[src/rtl/audio_mclk_gen.sv]
module audio_mclk_gen #(
  parameter int CODE_W   = 3,
  parameter int TOP_CODE = 4
) (
  input  logic              clk,
  input  logic              rst_n,
  input  logic              base_sel,
  input  logic [CODE_W-1:0] mult,
  input  logic              run,
  output logic              mclk,
  output logic              ratio_err,
  output logic              base_384
);

  localparam int CW = TOP_CODE + 1;

  logic [CW-1:0]     cnt;
  logic [CW-1:0]     cnt_n;
  logic [CODE_W-1:0] code_a;
  logic [CODE_W-1:0] sel;
  logic              run_a;
  logic              valid_a;
  logic              term;
  int                last_i;

  assign valid_a = (code_a <= CODE_W'(TOP_CODE));
  assign sel     = valid_a ? CODE_W'(TOP_CODE) - code_a : '0;
  assign last_i  = valid_a ? ((1 << (int'(sel) + 1)) - 1) : 1;
  assign term    = (int'(cnt) == last_i);
  assign cnt_n   = cnt + CW'(1);

  always_ff @(posedge clk or negedge rst_n) begin
    if (!rst_n) begin
      cnt       <= '0;
      code_a    <= CODE_W'(TOP_CODE);
      run_a     <= 1'b0;
      base_384  <= 1'b0;
      mclk      <= 1'b0;
      ratio_err <= 1'b0;
    end else begin
      ratio_err <= (mult > CODE_W'(TOP_CODE));
      if (term) begin
        cnt      <= '0;
        code_a   <= mult;
        run_a    <= run;
        base_384 <= run & base_sel;
        mclk     <= 1'b0;
      end else begin
        cnt  <= cnt_n;
        mclk <= run_a & valid_a & cnt_n[sel];
      end
    end
  end

  p_cfg_hold_r5: assert property (@(posedge clk) disable iff (!rst_n)
    (cnt != '0) |-> $stable(code_a));

  p_period_starts_low_r5: assert property (@(posedge clk) disable iff (!rst_n)
    (cnt == '0) |-> !mclk);

  p_idle_low_r3: assert property (@(posedge clk) disable iff (!rst_n)
    (!run_a || !valid_a) |-> !mclk);

  p_base_default_r6: assert property (@(posedge clk) disable iff (!rst_n)
    !run_a |-> !base_384);

  p_err_flag_r4: assert property (@(posedge clk) disable iff (!rst_n)
    $past(rst_n) |-> (ratio_err == ($past(mult) > CODE_W'(TOP_CODE))));

  p_cnt_range_r2: assert property (@(posedge clk) disable iff (!rst_n)
    int'(cnt) <= last_i);

endmodule

[config.mk]
export PLATFORM = sky130hd
export DESIGN_NAME = audio_mclk_gen
export DESIGN_NICKNAME = d
export VERILOG_FILES = /design/src/rtl/audio_mclk_gen.sv
export SDC_FILE = /design/constraint.sdc
export NUM_CORES = 1
export LEC_CHECK = 0
export ABC_AREA = 1
export CAP_MARGIN = 20
export CORE_ASPECT_RATIO = 0.6
export CORE_MARGIN = 2
export CORE_UTILIZATION = 45
export CTS_BUF_LIST = sky130_fd_sc_hd__clkbuf_2
export CTS_CLUSTER_SIZE = 30
export DETAILED_ROUTE_END_ITERATION = 8
export PLACE_DENSITY = 0.65
export SLEW_MARGIN = 0
export SYNTH_ARGS = -nofsm -noshare
export SYNTH_HDL_FRONTEND = slang
export SYNTH_SLANG_ARGS = --single-unit
[constraint.sdc]
create_clock -name clk -period 5.8 [get_ports clk]
set_input_delay 0.87 -clock clk [delete_from_list [all_inputs] [get_ports clk]]
set_output_delay 0.87 -clock clk [all_outputs]
set_load 0.01 [all_outputs]
==> results of run 1 <==
==> power groups by stage <==
stage | registers [uW] | logic [uW] | clock network, uW
6_report | 148 | 446 | 44.5
3_5_place_dp | 150 | 440 | 0
2_1_floorplan | 139 | 368 | 0
3_3_place_gp | 149 | 429 | 0
5_1_grt | 152 | 493 | 52.5
4_1_cts | 148 | 442 | 46.7
==> sequential cells by signal, summed over array words and instances (netlist names) <==
signal / count
base_384: 1
cnt: 5
code_a: 3
mclk: 1
ratio_err: 1
run_a: 1
==> final timing paths <==
check,slack [ps],to,from
max,2840,cnt[3],code_a[0]
min,510,code_a[2],code_a[2]
max reg2reg,2840,cnt[3],code_a[0]
min reg2reg,510,code_a[2],code_a[2]
max in group asynchronous,4480,code_a[2],rst_n
min in group asynchronous,940,cnt[0],rst_n
==> logic make-up (layout without fill, tap and decap cells) <==
group | Yosys count | in the layout
fa+ha+maj | 5 | 5
flops | 12 | 12
xor+xnor | 3 | 3
simple gates | 69 | 69
other cells | 2 | 3
buf+inv | 25 | 36
compound gates | 11 | 11
==> synthesized netlist by cell type (2+ instances only) <==
master,n
nand2_1,21
inv_1,15
dfrtp_1,11
nand3_1,11
nand2_2,8
nand4_1,6
nor2_1,6
nor2_2,6
ha_1,5
inv_2,5
o21ai_0,4
nand3_2,3
xor2_1,3
conb_1,2
nand2_8,2
nand3_4,2
nor2_4,2
==> tightest hold or removal path, cell delays in order (launching register included) <==
cell	delay, ps
dfstp_2	420
nand2_1	70
nand2_1	40
==> stage by stage <==
stage | power (uW) | hold slack, ps | setup slack [ps] | area [um2]
6_report | 638 | 512 | 2840 | 1150
5_1_grt | 698 | 530 | 2680 | 1150
4_1_cts | 636 | 515 | 2870 | 1150
3_5_place_dp | 590 | 485 | 2890 | 1130
3_3_place_gp | 577 | 466 | 3020 | 1130
2_1_floorplan | 507 | 442 | 3320 | 1020
==> per-layer routing <==
| metal | track usage (%) | share of wire (%) |
|---|---|---|
| met5 | 0 | 0 |
| met4 | 0 | 0.24 |
| met3 | 4.95 | 6.1 |
| met2 | 30.1 | 48 |
| met1 | 25.1 | 45 |
==> area by class of cell <==
| cell class | instances | area [um2] |
|---|---|---|
| Clock buffer | 3 | 15.0 |
| Clock inverter | 1 | 3.75 |
| Fill cell | 217 | 993 |
| Inverter | 23 | 93.8 |
| Multi-Input combinational cell | 91 | 612 |
| Sequential cell | 12 | 302 |
| Tap cell | 30 | 37.5 |
| Timing Repair Buffer | 9 | 90.1 |
==> flow_summary.json, run 1 <==
{
  "syn_area_mm2": 0.00102,
  "portBuffers": 9,
  "cp_num_buf_inv": 2,
  "drt_pass1_iterations": 4,
  "clock_latency_ps": 270,
  "synth.mux.area_fraction_pct": 0,
  "layout_commonest_cell": "nand2_1",
  "cpMaxStageDelayCell": "dfrtp_1",
  "p_seq_share_pct": 23.2,
  "cts.sinks": 12,
  "syn_to_final_growth_pct": 13.1,
  "tritoncts": "done",
  "setup_tns_ps": 0,
  "core_region_area_mm2": 0.00215,
  "async_flop_share_pct": 100,
  "synth_top_family_by_area": "simple AND/OR/NAND/NOR gates",
  "synthFlopType": "dfrtp_1",
  "min_period_ps": 2960,
  "post_layout_nonfiller_instances": 169,
  "synthAdderAreaFrac_pct": 6.13,
  "crit_chain": "inv_6, ha_1, ha_1, nor2_4, nand2_8, o21ai_2, nand2_2, ha_1, a41oi_1, nand2_2, a21oi_4, nand3_4, inv_4, nor2_2",
  "rows": 13,
  "path_delay_family": "adder cells",
  "htree_levels": 1,
  "comb_power_share_pct": 69.9,
  "ios": 10,
  "drc": 0,
  "grt_max_degree": 13,
  "wl_per_cell_um": 12.4,
  "synthTopCellsByArea": "dfrtp_1 27%, nand2_1 7.7%, ha_1 6.1%",
  "antenna_cells": 0,
  "nets": 152,
  "peakVddDrop_mv": 0.195,
  "yosys_warnings": 0,
  "grt_usage_pct": 18.0,
  "cts_root_buffer": "clkbuf_2",
  "path_max_fanout": 10,
  "rsz0062_at_grt": "false",
  "ant_nets": 0,
  "gp_congestion": 0.865,
  "clkPwrFrac_pct": 7.0,
  "grt-ovfl-total": 0,
  "hold_depth": 2,
  "clk_pin_slew_worst_paths_ps": 130,
  "cts_setup_buffers": 0,
  "crit_cells": 14,
  "required_ps": 5970,
  "dp_cells": 165,
  "hold_path_class": "flip-flop to flip-flop",
  "hold_buffers": 0,
  "drtIter0Drc": 76,
  "synth_cell_types": 32,
  "grt_pass1_vias": 707,
  "hold_violations": 0,
  "post-route-util_pct": 53.7,
  "synth_top_area_share_pct": 27.0,
  "vias": 873,
  "synth_seq_cells": 12,
  "maxSlewViolCount": 0,
  "dpl.hpwl_um": 1740,
  "syn_inst": 127,
  "crit_arrival_ps": 3130,
  "drt_wl_total_um": 2100,
  "swShare_pct": 54.3,
  "ff2ff_path_depth": 14,
  "grt_first_pass_wirelength_um": 3460,
  "critical_path_class": "flip-flop to flip-flop",
  "layout_worst_path_cycle_share_pct": 51.1,
  "crit_path_max_incr_delay_ps": 610,
  "die_area_mm2": 0.00268,
  "cp-end-kind": "flip-flop",
  "synth.avg_cell_area_um2": 8.03,
  "layout_common_cells": "21 x nand2_1, 15 x inv_1, 11 x nand3_1, 11 x dfrtp_1, 9 x clkdlybuf4s50_1",
  "power_switching_uw": 346,
  "setup_viol": 0,
  "internal_power_uw": 292,
  "antenna_found_initial": 0,
  "synth_edf_count": 0,
  "crit_top_cell": "ha_1",
  "cp-start-kind": "flip-flop",
  "power_density_mw_per_mm2": 553,
  "p_leak_uw": 0.000559,
  "skew_ps": 6.49,
  "vias_per_cell": 5.17,
  "yosysSeqAreaShare_pct": 29.6,
  "die_y_um": 40.9,
  "clock_path_buffers": 2,
  "cap_violations": 0,
  "relSlewSlack_pct": 63.0,
  "cts_inserted_buffers": 3,
  "yosys.area_share.simple_pct": 42.0,
  "synth_xor_area_share_pct": 2.58,
  "synth_compound_area_share_pct": 8.22,
  "cts_resized": 0,
  "status": "finished clean",
  "fmax_mhz": 338,
  "final_layout_size_suffix_gt1_share_pct": 26.6,
  "die_w_um": 65.5,
  "start_util_pct": 47.5,
  "worstMarginPinSlew_ps": 553,
  "synth_top_cell_by_area": "dfrtp_1"
}
No activity file was read; power rests on OpenSTA's default activity.
==> run 2: changes to the inputs <==
==> constraint.sdc (replaced) <==
create_clock -name clk -period 2.98 [get_ports clk]
set_input_delay 0.447 -clock clk [delete_from_list [all_inputs] [get_ports clk]]
set_output_delay 0.447 -clock clk [all_outputs]
set_load 0.01 [all_outputs]
==> run 2 against run 1 <==
  * Non-clock buffer count is 2 higher
  * First-iteration DRC count fell by 67%
  * Critical path depth is the same
  * Combinational power up 95%
  * Setup slack worse by 2600 ps
  * Cell count increased by 1.2%
  * Hold slack lost 23 ps
  * Final area grew 1.3%
  * Global-route usage decreased by 1.2 points
  * Clock power grew 88%
  * Critical path type unchanged
  * Core utilization increased by 0.70 points
  * Sequential power increased by 88%
==> flow_summary.json, run 2 (synthesis results as in run 1) <==
{
  "gp_congestion": 0.839,
  "dpl.hpwl_um": 1640,
  "largest_reg_flops": 5,
  "cap_violations": 0,
  "rows": 13,
  "critical_path_class": "flip-flop to flip-flop",
  "clk_pin_slew_worst_paths_ps": 130,
  "grt_first_pass_wirelength_um": 3280,
  "cts_inserted_buffers": 3,
  "skew_ps": 7.75,
  "ff2ff_path_depth": 14,
  "fillerInstances": 219,
  "power_switching_uw": 651,
  "maxSlewViolCount": 0,
  "clock_path_buffers": 2,
  "hold_buffers": 0,
  "final_layout_size_suffix_gt1_share_pct": 27.7,
  "r2r_start": "code_a[0]",
  "min_period_ps": 2720,
  "crit_chain": "inv_6, ha_1, ha_1, nor2_4, nand2_8, o21ai_2, nand2_2, ha_1, a41oi_1, nand2_2, a21oi_4, nand3_4, inv_4, nor2_2",
  "required_ps": 3130,
  "cts.sinks": 12,
  "cts_setup_buffers": 0,
  "hold_violations": 0,
  "path_max_fanout": 10,
  "startpoint": "code_a[0]",
  "design_area_mm2": 0.00117,
  "place_area_mm2": 0.00115,
  "crit_arrival_ps": 2870,
  "nets": 154,
  "r2r-end": "cnt[4]",
  "setup_tns_ps": 0,
  "drtIter0Drc": 25,
  "htree_levels": 1,
  "crit_top_cell": "ha_1",
  "hold_path_class": "flip-flop to flip-flop",
  "layout_commonest_cell": "nand2_1",
  "grt_usage_pct": 16.8,
  "die_y_um": 40.9,
  "peakVddDrop_mv": 0.422,
  "clkPwrFrac_pct": 6.8,
  "setup_viol": 0,
  "p_seq_share_pct": 22.6,
  "relSlewSlack_pct": 63.7,
  "rsz0062_at_grt": "false",
  "internal_power_uw": 581,
  "cp-start-kind": "flip-flop",
  "layout_common_cells": "21 x nand2_1, 15 x inv_1, 11 x nand3_1, 11 x dfrtp_1, 9 x clkdlybuf4s50_1",
  "worstMarginPinSlew_ps": 543,
  "crit_path_max_incr_delay_ps": 440,
  "r2r_slack_ps": 260,
  "swShare_pct": 52.8,
  "grt_max_degree": 13,
  "largestRegisters": "cnt: 5 flops, code_a: 3 flops",
  "portBuffers": 9,
  "start_util_pct": 47.5,
  "vias": 822,
  "vias_per_cell": 4.81,
  "ios": 10,
  "core_region_area_mm2": 0.00215,
  "whs_ps": 489,
  "grt-ovfl-total": 0,
  "crit_end": "cnt[4]",
  "grt_pass1_vias": 718,
  "comb_power_share_pct": 70.7,
  "drt_pass1_iterations": 4,
  "tritoncts": "done",
  "die_area_mm2": 0.00268,
  "drt_wl_total_um": 1950,
  "ant_nets": 0,
  "cts_resized": 0,
  "wl_per_cell_um": 11.4,
  "antenna_cells": 0,
  "fmax_mhz": 368,
  "status": "finished clean",
  "cp-end-kind": "flip-flop",
  "layout_worst_path_cycle_share_pct": 91.2,
  "cpMaxStageDelayCell": "dfrtp_1",
  "regMostFlops": "cnt",
  "drc": 0,
  "clock_latency_ps": 260,
  "cts_root_buffer": "clkbuf_2",
  "antenna_found_initial": 0,
  "die_w_um": 65.5,
  "power_density_mw_per_mm2": 1050,
  "syn_to_final_growth_pct": 14.6,
  "p_leak_uw": 0.000570
}
-- run 2: cell count changes in the layout (fill, tap and decap cells not counted), sizes merged --
| cell | change |
|---|---|
| buf | +2 |
-- run 2: routing by layer --
| metal | part of all wire [%] | global-route usage, % |
|---|---|---|
| met2 | 44 | 27.6 |
| met5 | 0 | 0 |
| met1 | 52 | 23.1 |
| met4 | 0 | 1.56 |
| met3 | 3.8 | 4.95 |
-- run 2: critical path: cells and delay by family (launching register included) --
kind,cells,cell delay [ps]
buffers and inverters,2,170
and+or+nand+nor,6,660
AOI/OAI and AO/OA,3,620
adders and majority gates,3,700
DFF,1,440
-- run 2: per-stage QoR --
step	cells	total power, uW	setup WS, ps	utilization [%]
global placement	167	1130	328	53.6
finish	171	1230	261	54.4
floorplan	128	986	495	-
CTS	171	1240	251	54.4
global route	171	1360	67.9	54.4
detailed placement	167	1150	284	53.6
-- run 2: worst min-delay path by stage --
stage	startpoint	to	slack [ps]	depth (start not counted)
after floorplan	rst_n	base_384	150	0
after global placement	base_384	base_384	460	2
after detailed placement	base_384	base_384	470	2
after CTS	run_a	run_a	500	2
after global routing	run_a	run_a	510	2
final	run_a	run_a	490	2
-- run 2: final cells by class --
class / count / area [um2] / area share, %
well taps: 30 / 37.5 / 3.21
repair buffers: 11 / 105 / 8.99
flip-flops and latches: 12 / 302 / 25.8
inverters: 23 / 93.8 / 8.03
clock inverters: 1 / 3.75 / 0.321
clock buffers: 3 / 15.0 / 1.28
multi-input cells: 91 / 612 / 52.4
-- run 2: power by group through the flow --
stage	sequential, uW	clock [uW]	combinational [uW]
global route	286	93.8	981
floorplan	270	0	716
detailed placement	281	0	869
CTS	278	87.1	875
finish	278	83.5	871
global placement	279	0	851
==> run 3: changes to the inputs <==
--- a/config.mk
+++ b/config.mk
@@ -14,6 +14,8 @@
 export CTS_CLUSTER_SIZE = 30
 export DETAILED_ROUTE_END_ITERATION = 8
 export PLACE_DENSITY = 0.65
+export REMOVE_ABC_BUFFERS = 1
+export SETUP_SLACK_MARGIN = 0.02
 export SLEW_MARGIN = 0
 export SYNTH_ARGS = -nofsm -noshare
 export SYNTH_HDL_FRONTEND = slang
==> run 3 against run 2 <==
  * Clock-buffer cell count unchanged
  * Register-to-register slack improved by 80 ps
  * Cell count decreased by 0.58%
  * Setup slack improved by 78 ps
  * Clock power decreased by 0.5%
  * First-iteration DRC count increased by 32%
  * Final area decreased by 0.64%
  * Die area unchanged
  * Sequential power about the same
  * Sequential share of layout area increased by 0.17 points
  * Routed wire length decreased by 5.0%
  * Non-clock buffer count decreased by 1
==> flow_summary.json, run 3 (synthesis results as in run 1) <==
{
  "status": "finished clean",
  "syn_to_final_growth_pct": 13.9,
  "place_area_mm2": 0.00114,
  "cp-end-kind": "flip-flop",
  "clock_latency_ps": 260,
  "drt_wl_total_um": 1850,
  "power_density_mw_per_mm2": 1050,
  "peakVddDrop_mv": 0.392,
  "largest_reg_flops": 5,
  "cts_setup_buffers": 0,
  "crit_chain": "inv_6, ha_1, ha_1, nand2_8, nand2_2, ha_1, inv_1, nand2_1, nand3_2, nand2_1, nand2_2, a21oi_4, nand3_4, inv_4, nor2_2",
  "rows": 13,
  "largestRegisters": "cnt: 5 flops, code_a: 3 flops",
  "dp_cells": 166,
  "whs_ps": 490,
  "cp_num_buf_inv": 3,
  "antenna_found_initial": 0,
  "clk_pin_slew_worst_paths_ps": 120,
  "ant_nets": 0,
  "finalWorstSetupSlack_ps": 339,
  "die_w_um": 65.5,
  "design_area_mm2": 0.00116,
  "crit_arrival_ps": 2800,
  "cts_resized": 0,
  "crit_path_max_incr_delay_ps": 450,
  "grt_first_pass_wirelength_um": 3160,
  "core_region_area_mm2": 0.00215,
  "drt_pass1_iterations": 4,
  "hold_buffers": 0,
  "portBuffers": 9,
  "layout_commonest_cell": "nand2_1",
  "path_delay_family": "adder cells",
  "skew_ps": 2.59,
  "rsz0062_at_grt": "false",
  "setup_tns_ps": 0,
  "hold_violations": 0,
  "cts_inserted_buffers": 3,
  "fmax_mhz": 379,
  "cpMaxStageDelayCell": "dfrtp_1",
  "required_ps": 3140,
  "relSlewSlack_pct": 65.1,
  "critical_path_class": "flip-flop to flip-flop",
  "gp_congestion": 0.875,
  "cts.sinks": 12,
  "vias_per_cell": 4.93,
  "wl_per_cell_um": 10.9,
  "grt_pass1_vias": 685,
  "layout_common_cells": "21 x nand2_1, 15 x inv_1, 11 x nand3_1, 11 x dfrtp_1, 9 x clkdlybuf4s50_1",
  "htree_levels": 1,
  "path_max_fanout": 8,
  "antenna_cells": 0,
  "clock_path_buffers": 2,
  "setup_viol": 0,
  "drc": 0,
  "cp-start-kind": "flip-flop",
  "grt_max_degree": 13,
  "maxSlewViolCount": 0,
  "nets": 153,
  "die_y_um": 40.9,
  "dpl.hpwl_um": 1570,
  "die_area_mm2": 0.00268,
  "crit_top_cell": "ha_1",
  "vias": 838,
  "cap_violations": 0,
  "p_leak_uw": 0.000565,
  "grt-ovfl-total": 0,
  "cts_root_buffer": "clkbuf_2",
  "ios": 10,
  "pre_cts_slack_ps": 356,
  "grt_usage_pct": 16.4,
  "hold_path_class": "flip-flop to flip-flop",
  "drtIter0Drc": 33,
  "layout_worst_path_cycle_share_pct": 88.6,
  "start_util_pct": 47.5,
  "tritoncts": "done",
  "worstMarginPinSlew_ps": 522,
  "regMostFlops": "cnt",
  "min_period_ps": 2640,
  "final_layout_size_suffix_gt1_share_pct": 27.1,
  "post_layout_nonfiller_instances": 170
}
run 3: cell count changes in the layout (fill, tap and decap cells not counted):
cell   before  now
buf_4       2    1
run 3: routing by layer:
metal | routed length, um | GRT usage [%] | vias to the layer above
li1 | - | - | 435
met1 | 913 | 24.2 | 377
met2 | 804 | 24.2 | 26
met3 | 135 | 5.77 | 0
met4 | 0 | 0 | 0
met5 | 0 | 0 | -
run 3: final timing paths:
path / slack, ps / startpoint / end / depth (start not counted)
max: 340 / code_a[0] / cnt[3] / 15
min: 490 / base_384 / base_384 / 2
max reg2reg: 340 / code_a[0] / cnt[3] / 15
min reg2reg: 490 / base_384 / base_384 / 2
max in group asynchronous: 2110 / rst_n / code_a[2] / 1
min in group asynchronous: 510 / rst_n / ratio_err / 1
run 3: area by class of cell:
type | instances | area, um2
well taps | 30 | 37.5
clock inverters | 1 | 3.75
multi-input cells | 91 | 612
inverters | 23 | 93.8
clock buffers | 3 | 15.0
fillers | 218 | 986
flip-flops and latches | 12 | 302
repair buffers | 10 | 97.6
run 3: through the flow:
stage / utilization, % / power (uW)
floorplan: - / 975
global placement: 53.2 / 1130
CTS: 54.1 / 1230
detailed placement: 53.2 / 1140
global route: 54.1 / 1350
finish: 54.1 / 1220
run 3: power breakdown:
| part | total (uW) | internal [uW] | leakage [uW] | switching [uW] |
|---|---|---|---|---|
| Clock | 83.1 | 29.1 | 0.0000140 | 54.0 |
| Combinational | 856 | 324 | 0.000406 | 532 |
| Sequential | 278 | 221 | 0.000144 | 57.3 |
run 3: worst min-delay path: stages (launching register included):
cell and delay [ps]:
dfrtp_1 360, nand2_1 50, nand2_1 50
